## src/rtl/ebu_pkg.sv

```systemverilog
package ebu_pkg;
   localparam logic [3:0] OP_ADD      = 4'h2;
   localparam logic [3:0] OP_LDI      = 4'h6;
   localparam logic [3:0] REG_PC      = 4'hF;
   localparam logic [2:0] COND_ALWAYS = 3'd0;

   typedef enum logic [1:0] {
      BK_NONE = 2'd0,
      BK_REL  = 2'd1,
      BK_ABS  = 2'd2
   } ebu_kind_e;
endpackage

```

## src/rtl/ebu_decode.sv

```systemverilog
module ebu_decode
   import ebu_pkg::*;
#(
   parameter int ADDR_W = 32,
   parameter int REL_W  = 18,
   parameter int LDI_W  = 23
) (
   input  logic [3:0]        op_i,
   input  logic [3:0]        dst_i,
   input  logic [2:0]        cond_i,
   input  logic              imm_sel_i,
   input  logic [LDI_W-1:0]  imm_i,
   input  logic [ADDR_W-1:0] next_pc_i,
   output logic              hit_o,
   output logic [ADDR_W-1:0] target_o
);
   ebu_kind_e         kind;
   logic [ADDR_W-1:0] rel_off;
   logic [ADDR_W-1:0] abs_val;

   always_comb begin
      kind = BK_NONE;
      if (dst_i == REG_PC && cond_i == COND_ALWAYS && imm_sel_i) begin
         case (op_i)
            OP_ADD:  kind = BK_REL;
            OP_LDI:  kind = BK_ABS;
            default: kind = BK_NONE;
         endcase
      end
   end

   assign rel_off  = {{(ADDR_W-REL_W){imm_i[REL_W-1]}}, imm_i[REL_W-1:0]};
   assign abs_val  = {{(ADDR_W-LDI_W){imm_i[LDI_W-1]}}, imm_i};
   assign hit_o    = (kind != BK_NONE);
   assign target_o = (kind == BK_REL) ? (next_pc_i + rel_off) : abs_val;
endmodule

```

## src/rtl/ebu_redir_pipe.sv

```systemverilog
module ebu_redir_pipe #(
   parameter int ADDR_W = 32,
   parameter int DEPTH  = 1
) (
   input  logic              clk,
   input  logic              rst_n,
   input  logic              kill_i,
   input  logic              load_i,
   input  logic [ADDR_W-1:0] addr_i,
   output logic              vld_o,
   output logic [ADDR_W-1:0] addr_o
);
   logic              vld_q  [DEPTH];
   logic [ADDR_W-1:0] addr_q [DEPTH];

   for (genvar i = 0; i < DEPTH; i++) begin : g_stage
      if (i == 0) begin : g_head
         always_ff @(posedge clk) begin
            if (!rst_n || kill_i) begin
               vld_q[i]  <= 1'b0;
               addr_q[i] <= '0;
            end else begin
               vld_q[i]  <= load_i;
               addr_q[i] <= addr_i;
            end
         end
      end else begin : g_tail
         always_ff @(posedge clk) begin
            if (!rst_n || kill_i) begin
               vld_q[i]  <= 1'b0;
               addr_q[i] <= '0;
            end else begin
               vld_q[i]  <= vld_q[i-1];
               addr_q[i] <= addr_q[i-1];
            end
         end
      end
   end

   assign vld_o  = vld_q[DEPTH-1];
   assign addr_o = addr_q[DEPTH-1];
endmodule

```

## src/rtl/ebu_redir_arb.sv

```systemverilog
module ebu_redir_arb #(
   parameter int ADDR_W = 32,
   parameter int NFLUSH = 4,
   parameter int LAT    = 1
) (
   input  logic              early_vld_i,
   input  logic [ADDR_W-1:0] early_addr_i,
   input  logic              wb_vld_i,
   input  logic [ADDR_W-1:0] wb_addr_i,
   output logic              vld_o,
   output logic [ADDR_W-1:0] addr_o,
   output logic [NFLUSH-1:0] flush_o
);
   localparam logic [NFLUSH-1:0] EARLY_MASK = NFLUSH'((1 << LAT) - 1);

   always_comb begin
      vld_o   = 1'b0;
      addr_o  = early_addr_i;
      flush_o = '0;
      if (wb_vld_i) begin
         vld_o   = 1'b1;
         addr_o  = wb_addr_i;
         flush_o = '1;
      end else if (early_vld_i) begin
         vld_o   = 1'b1;
         flush_o = EARLY_MASK;
      end
   end
endmodule

```

## src/rtl/early_branch_unit.sv

```systemverilog
module early_branch_unit #(
   parameter int ADDR_W     = 32,
   parameter int REL_W      = 18,
   parameter int LDI_W      = 23,
   parameter int NUM_STAGES = 5,
   parameter bit FETCH_PIPE = 1'b0
) (
   input  logic                    clk,
   input  logic                    rst_n,
   input  logic                    dec_valid_i,
   input  logic                    dec_stall_i,
   input  logic [3:0]              dec_op_i,
   input  logic [3:0]              dec_dst_i,
   input  logic [2:0]              dec_cond_i,
   input  logic                    dec_imm_sel_i,
   input  logic [LDI_W-1:0]        dec_imm_i,
   input  logic [ADDR_W-1:0]       dec_next_pc_i,
   input  logic                    wb_redir_valid_i,
   input  logic [ADDR_W-1:0]       wb_redir_addr_i,
   output logic                    fetch_redir_valid_o,
   output logic [ADDR_W-1:0]       fetch_redir_addr_o,
   output logic [NUM_STAGES-2:0]   flush_o
);
   localparam int LAT    = FETCH_PIPE ? 2 : 1;
   localparam int NFLUSH = NUM_STAGES - 1;

   if (REL_W >= LDI_W) begin : g_bad_rel
      $error("REL_W must be narrower than LDI_W");
   end
   if (LDI_W >= ADDR_W) begin : g_bad_ldi
      $error("LDI_W must be narrower than ADDR_W");
   end
   if (NUM_STAGES < LAT + 2) begin : g_bad_depth
      $error("NUM_STAGES too small for the selected fetch mode");
   end

   logic              early_hit;
   logic [ADDR_W-1:0] early_tgt;
   logic              early_take;
   logic              pend_vld;
   logic [ADDR_W-1:0] pend_addr;

   ebu_decode #(
      .ADDR_W(ADDR_W), .REL_W(REL_W), .LDI_W(LDI_W)
   ) u_dec (
      .op_i      (dec_op_i),
      .dst_i     (dec_dst_i),
      .cond_i    (dec_cond_i),
      .imm_sel_i (dec_imm_sel_i),
      .imm_i     (dec_imm_i),
      .next_pc_i (dec_next_pc_i),
      .hit_o     (early_hit),
      .target_o  (early_tgt)
   );

   assign early_take = dec_valid_i & ~dec_stall_i & ~wb_redir_valid_i & early_hit;

   ebu_redir_pipe #(
      .ADDR_W(ADDR_W), .DEPTH(LAT)
   ) u_pipe (
      .clk    (clk),
      .rst_n  (rst_n),
      .kill_i (wb_redir_valid_i),
      .load_i (early_take),
      .addr_i (early_tgt),
      .vld_o  (pend_vld),
      .addr_o (pend_addr)
   );

   ebu_redir_arb #(
      .ADDR_W(ADDR_W), .NFLUSH(NFLUSH), .LAT(LAT)
   ) u_arb (
      .early_vld_i  (pend_vld),
      .early_addr_i (pend_addr),
      .wb_vld_i     (wb_redir_valid_i),
      .wb_addr_i    (wb_redir_addr_i),
      .vld_o        (fetch_redir_valid_o),
      .addr_o       (fetch_redir_addr_o),
      .flush_o      (flush_o)
   );
endmodule

```

## config.mk

```make
export PLATFORM = sky130hd
export DESIGN_NAME = early_branch_unit
export DESIGN_NICKNAME = d
export VERILOG_FILES = /design/src/rtl/ebu_pkg.sv /design/src/rtl/ebu_decode.sv /design/src/rtl/ebu_redir_pipe.sv /design/src/rtl/ebu_redir_arb.sv /design/src/rtl/early_branch_unit.sv
export SDC_FILE = /design/constraint.sdc
export NUM_CORES = 1
export LEC_CHECK = 0
export BUFFER_PORTS_ARGS = -buffer_cell sky130_fd_sc_hd__buf_2
export CORE_ASPECT_RATIO = 0.7
export CORE_MARGIN = 10
export CORE_UTILIZATION = 50
export CTS_BUF_LIST = sky130_fd_sc_hd__clkbuf_16
export CTS_CLUSTER_DIAMETER = 60
export DETAILED_ROUTE_END_ITERATION = 10
export PLACE_DENSITY = 0.83
export SYNTH_ARGS = -nofsm -noshare
export SYNTH_HDL_FRONTEND = slang
export SYNTH_SLANG_ARGS = --single-unit
```

## constraint.sdc

```tcl
create_clock -name clk -period 2.4 [get_ports clk]
set_input_delay 0.24 -clock clk [delete_from_list [all_inputs] [get_ports clk]]
set_output_delay 0.24 -clock clk [all_outputs]
set_load 0.02 [all_outputs]
```

==> results of run 1 <==
stage by stage:
step / setup slack, ns / hold slack, ns
2_1_floorplan: 0.1890 / 0.3704
3_5_place_dp: -0.2366 / 0.5005
6_report: 0.1766 / 0.2140
4_1_cts: 0.02642 / 0.2175
3_3_place_gp: -0.1127 / 0.4843
5_1_grt: 0.001830 / 0.2326
cell type report:
type,count,area (um^2)
Timing Repair Buffer,190,1076
Clock buffer,5,125.1
Tap cell,94,117.6
Fill cell,558,2145
Sequential cell,33,660.6
Multi-Input combinational cell,364,2541
Clock inverter,3,17.52
Inverter,3,11.26
power by group:
part | leakage (nW) | switching [mW] | internal (mW)
clock | 0.0696 | 0.245 | 0.380
sequential | 0.271 | 0.00839 | 0.570
combinational | 1.85 | 0.493 | 0.420
total | 2.19 | 0.747 | 1.37
synthesized netlist by cell type, types with 3 or more instances:
cell,n,area [um^2]
nand2_1,51,191.4
a21oi_1,41,205.2
dfxtp_1,33,660.6
mux2_2,33,371.6
ha_1,31,387.9
o21ai_0,29,145.1
nor2_1,25,93.84
nand3_1,18,90.09
nand4_1,13,81.33
xnor2_1,12,105.1
a21o_1,9,67.56
clkbuf_1,9,33.78
nor3_1,9,45.04
o21a_1,9,67.56
xor2_1,9,78.83
a211oi_1,6,45.04
a31oi_1,6,37.54
buf_4,6,45.04
buf_6,5,56.30
nor4_1,5,31.28
o211ai_1,5,37.54
and3_1,4,25.02
buf_1,4,15.01
inv_1,3,11.26
or4_1,3,22.52
cells by family after synthesis:
group,after synthesis
compound gates,131
flops,33
xor+xnor,21
mux,33
fa+ha+maj,32
buf+inv,33
simple gates,147
worst max-delay path, cell delays in order:
cell and delay, ns:
buf_2 0.13, ha_1 0.31, a211oi_1 0.30, o21ai_1 0.19, o211ai_1 0.30, a31oi_2 0.15
o41ai_1 0.37, buf_4 0.17, xor2_1 0.13, o21ai_0 0.08
flip-flops by register name, indices dropped and copies added, names as in the netlist:
name and count:
u_pipe.vld_q 1, u_pipe.addr_q 32
layout by cell type, fill, tap and decap left out, types with 3 or more instances in the layout:
| cell type | instances |
|---|---|
| buf_2 | 140 |
| nand2_1 | 51 |
| buf_4 | 50 |
| a21oi_1 | 41 |
| mux2_2 | 33 |
| dfxtp_1 | 33 |
| ha_1 | 31 |
| o21ai_0 | 29 |
| nor2_1 | 25 |
| nand3_1 | 18 |
| nand4_1 | 13 |
| xnor2_1 | 12 |
| a21o_1 | 9 |
| o21a_1 | 9 |
| xor2_1 | 9 |
| nor3_1 | 9 |
| a31oi_1 | 6 |
| a211oi_1 | 5 |
| o211ai_1 | 5 |
| nor4_1 | 5 |
| clkbuf_16 | 5 |
| and3_1 | 4 |
| inv_1 | 3 |
| or4_1 | 3 |
worst max-delay path by stage:
stage	to	slack [ns]	cells past startpoint
after floorplan	u_pipe.addr_q[0][24]	0.19	9
after global routing	u_pipe.addr_q[0][28]	0.002	10
after detailed placement	u_pipe.addr_q[0][30]	-0.24	10
after global placement	u_pipe.addr_q[0][18]	-0.11	10
final	u_pipe.addr_q[0][27]	0.18	10
after CTS	u_pipe.addr_q[0][18]	0.03	10
routing by layer:
layer | share of wire [%] | up-vias
li1 | - | 1951
met1 | 43 | 1781
met2 | 44 | 244
met3 | 11 | 13
met4 | 1.1 | 0
met5 | 0 | -
==> impl_metrics.csv, run 1 <==
group,metric,value,unit
logic_synthesis,syn_nets,566,
logic_synthesis,yosys.area_share.simple,21.29,%
min_path,hold_end,"u_pipe.addr_q[0][9]",
logic_synthesis,ys_async_sr_fraction,0,%
logic_synthesis,yosys-mux-area-fraction,10.86,%
grt,grt.busiest_layer,"met2",
cts,clk_pin_slew,0.06,ns
timing,fin_crit_sh,92.64,%
power_and_ir_drop,ir_worst_vdd,0.0002577,V
critical_path,critPathLaunchType,"input port",
logic_synthesis,ys_seq_area_share,19.31,%
floorplan,dieHeight,89.21,um
grt,grt_pass1_vias,3850,
critical_path,cp_data_required_time,2.55,ns
cells_and_area,fin_nets,733,
routing,drt_wl_total,12.85,mm
cts,cts_resized,0,
logic_synthesis,synthesis.area,3421,um^2
critical_path,setup.worst_path.class,"in -> reg",
timing,fin_crit,2.223,ns
cts,cts_tree,"yes",
cells_and_area,final_cells,692,
routing,drc,0,
placement,gp_congestion,0.9681,
timing,max_freq,449.8,MHz
cts,cts_root_buffer,"clkbuf_16",
logic_synthesis,synth-adder-area-share,11.92,%
logic_synthesis,synth_top_family_by_area,"compound AO/OA/AOI/OAI gates",
routing,drtAntennaViolNets,0,
grt,grt_pass1_wl,20.03,mm
timing,hold_violations,0,
critical_path,cp_max_fo,3,
cts,hold_buffers,0,
logic_synthesis,synthCells,430,
cts,cts_buffers,5,
logic_synthesis,synth_xor_area_share,5.377,%
floorplan,pin_count,141,
grt,grt_max_degree,30,
routing,drt_pass1_iterations,5,
cells_and_area,diodes,0,
power_and_ir_drop,power,2.116,mW
timing,tightest_slew,0.5697,ns
cells_and_area,layout-drive-gt1-share,40.64,%
power_and_ir_drop,leakage,2.195,nW
critical_path,critPathLaunch,"dec_imm_i[1]",
floorplan,row_count,25,
run,maxCapViolations,0,
placement,placed_cell_area,4402,um^2
critical_path,cp.arrival,2.37,ns
routing,drt-wirelength-per-cell,18.56,um
timing,fin_setup_tns,0,ns
power_and_ir_drop,power-per-cell-area,465.2,nW/um^2
floorplan,start_util,51.10,%
grt,grt_usage,22.89,%
grt,gr-usage-met1,30.81,%
grt,grtUsageMet2,36.40,%
min_path,min_from,"dec_imm_i[9]",
logic_synthesis,ys_warn_count,0,
timing,maxSlewViolCount,0,
placement,dp_hpwl,10.88,mm
logic_synthesis,synth_edf_count,0,
routing,routed_via_density,5.764,
placement,dp_cells,684,
cts,clockBufferDepth,2,
cts,cts.sinks,33,
cells_and_area,area_growth,32.99,%
logic_synthesis,synth_seq_cells,33,
critical_path,crit_path_end_kind,"flop",
logic_synthesis,synth_top_flop_cell,"dfxtp_1",
logic_synthesis,synth.distinct_cells,62,
floorplan,die_x,118.9,um
timing,slew_headroom,62.02,%
min_path,hold_path_class,"in -> reg",
floorplan,die_area,10600,um^2
timing,grt_setup_unrepaired,"no",
run_status,outcome,"completed",
placement,io_buffers,140,
cts,htree_num_levels,2,
cells_and_area,stdcell_area,4549,um^2
timing,finalSetupViolations,0,
logic_synthesis,synth_compound_area_share,24.69,%
routing,vias,3989,
cts,cts_setup_buffers,0,
grt,antenna_found_initial,0,
min_path,holdPathStages,3,
cells_and_area,layout.core_utilization,67.96,%
logic_synthesis,avgSynthCellArea,7.955,um^2
grt,grt_use_met3,5.678,%
floorplan,core_area,6694,um^2
grt,grt_overflow,0,
routing,drt_iter0_markers,427,
(Power assumes the default switching activity.)
==> run 2: changes to the inputs <==
ABC_AREA = 1   (was default)
CORE_ASPECT_RATIO = default   (was 0.7)
CORE_UTILIZATION = 52   (was 50)
==> impl_metrics.csv, run 2 <==
group,metric,value,unit
logic_synthesis,synth_top_flop_cell,"dfxtp_1",
cts,clockBufferDepth,2,
min_path,hold_path_class,"in -> reg",
timing,fin_crit,1.864,ns
floorplan,pin_count,141,
routing,drtAntennaViolNets,0,
logic_synthesis,synthesis.area,4021,um^2
logic_synthesis,ys_warn_count,0,
min_path,hold_end,"u_pipe.vld_q[0]",
floorplan,dieHeight,107.9,um
critical_path,slowest_delay,0.45,ns
power_and_ir_drop,power,2.002,mW
grt,grt_pass1_wl,20.59,mm
routing,drt_wl_total,12.85,mm
timing,grt_setup_unrepaired,"no",
logic_synthesis,synth_common_cells,"321 x nand2_1, 139 x inv_1, 47 x nor2_1",
floorplan,die_area,11650,um^2
logic_synthesis,ys_async_sr_fraction,0,%
timing,slew_headroom,51.07,%
grt,antenna_found_initial,0,
logic_synthesis,ys_seq_area_share,16.43,%
cells_and_area,top_register,"u_pipe.addr_q",
logic_synthesis,syn_nets,877,
min_path,min_from,"dec_stall_i",
grt,grt_max_degree,37,
cts,cts.sinks,33,
cells_and_area,area_growth,22.06,%
cts,cts_root_buffer,"clkbuf_16",
cells_and_area,largest_register_ffs,32,
cells_and_area,mostFrequentLayoutCells,"321 x nand2_1, 140 x buf_2, 139 x inv_1, 47 x nor2_1, 39 x nand3_1",
power_and_ir_drop,leakage,3.147,nW
grt,grt_overflow,0,
cells_and_area,diodes,0,
critical_path,critPathLaunchType,"input port",
timing,max_freq,536.5,MHz
timing,hold_violations,0,
power_and_ir_drop,ir_worst_vdd,0.0002507,V
timing,finalSetupViolations,0,
critical_path,cp.arrival,2.06,ns
logic_synthesis,synthCells,741,
logic_synthesis,yosys.area.top_type_share,29.96,%
timing,maxSlewViolCount,0,
critical_path,path_delay_family,"simple AND/OR/NAND/NOR gates",
logic_synthesis,synth_edf_count,0,
cts,cts_buffers,5,
placement,gp_congestion,0.9480,
critical_path,setup.worst_path.class,"in -> reg",
cts,cts_resized,0,
floorplan,die_x,107.9,um
cts,htree_num_levels,2,
logic_synthesis,avgSynthCellArea,5.427,um^2
run_status,outcome,"completed",
logic_synthesis,synth_seq_cells,33,
cts,cts_setup_buffers,0,
cells_and_area,final_common_cell,"nand2_1",
routing,drt_pass1_iterations,5,
floorplan,start_util,52.86,%
cells_and_area,multi_input_area,2730,um^2
floorplan,row_count,32,
critical_path,cp_cell_sequence,"buf_2 -> ha_1 -> fa_1 -> nand3_1 -> nand3_1 -> nand2_1 -> nand2_1 -> nand2_1 -> nand3_1 -> nand2_1 -> nand3_1 -> a21oi_1",
routing,routed_via_density,4.864,
critical_path,slowest_stage,"fa_1",
routing,vias,4752,
timing,fin_crit_sh,77.66,%
cells_and_area,reg_top3,"u_pipe.addr_q: 32 flops, u_pipe.vld_q: 1 flops",
grt,grt_pass1_vias,4294,
logic_synthesis,synth.distinct_cells,30,
cts,hold_buffers,0,
cts,cts_tree,"yes",
floorplan,core_area,7607,um^2
logic_synthesis,netlist_top_cells_area,"nand2_1 30%, dfxtp_1 16%, inv_1 13%",
critical_path,cp_data_required_time,2.60,ns
run,maxCapViolations,0,
critical_path,cp_max_fo,4,
timing,fin_setup_tns,0,ns
critical_path,crit_path_end_kind,"flop",
routing,drt-wirelength-per-cell,13.15,um
routing,drc,0,
grt,grt_usage,21.25,%
placement,dp_hpwl,10.86,mm
cells_and_area,layout-drive-gt1-share,18.40,%
min_path,holdPathStages,2,
placement,io_buffers,140,
timing,tightest_slew,0.7332,ns
cts,clk_pin_slew,0.05,ns
cells_and_area,regArea,660.6,um^2
power_and_ir_drop,power-per-cell-area,407.9,nW/um^2
routing,drt_iter0_markers,423,
cells_and_area,fill_cells,771,
cells_and_area,fin_nets,1010,
logic_synthesis,yosysTopAreaCell,"nand2_1",
logic_synthesis,synth.most_common_cell,"nand2_1",
critical_path,critPathBufInv,1,
-- run 2: where the power goes --
group | total, mW | switching [mW] | internal (mW)
Clock | 0.583 | 0.209 | 0.374
Sequential | 0.577 | 0.00597 | 0.571
Combinational | 0.843 | 0.533 | 0.309
Total | 2.00 | 0.748 | 1.25
-- run 2: worst max path at each step --
stage                  start              endpoint  slack (ns)  cells past startpoint
6_report        dec_imm_i[0]  u_pipe.addr_q[0][24]        0.54                     12
5_1_grt         dec_imm_i[0]  u_pipe.addr_q[0][24]        0.40                     12
4_1_cts         dec_imm_i[0]  u_pipe.addr_q[0][24]        0.59                     12
3_5_place_dp    dec_imm_i[0]  u_pipe.addr_q[0][24]        0.32                     12
3_3_place_gp   dec_imm_i[17]  u_pipe.addr_q[0][24]        0.29                     11
2_1_floorplan   dec_imm_i[0]  u_pipe.addr_q[0][20]        0.65                     12
-- run 2: logic make-up (layout without fill, tap and decap cells) --
kind of cell,after synthesis,count (layout),share of synthesized area (%)
and+or+nand+nor,432,432,44.18
buffers and inverters,157,291,15.68
xor gates and xnor gates,16,16,3.485
AOI/OAI and AO/OA,71,71,10.08
DFF,33,33,16.43
adders and majority gates,32,32,10.14
-- run 2: area by class of cell --
class	instances	area share, %
multi-input combinational	551	55.62
sequential	33	13.46
timing repair buffer	144	14.89
clock buffer	5	2.549
inverter	139	10.63
tap	102	2.600
clock inverter	3	0.2549
-- run 2: stage by stage --
step	utilization [%]	instance area [um^2]	hold slack (ns)	std cells	worst slack, ns
floorplan	-	4021	0.3180	741	0.6460
global placement	62.71	4771	0.4079	969	0.2902
detailed placement	62.71	4771	0.4129	969	0.3236
CTS	64.52	4908	0.1281	977	0.5889
global route	64.52	4908	0.1247	977	0.3966
finish	64.52	4908	0.1351	977	0.5362
-- run 2: metal layers --
metal	track usage [%]	part of all wire (%)	vias to the layer above
met5	0	0	-
li1	-	-	2517
met3	3.688	9.2	18
met2	33.49	42	197
met1	29.28	47	2020
met4	5.248	1.8	0
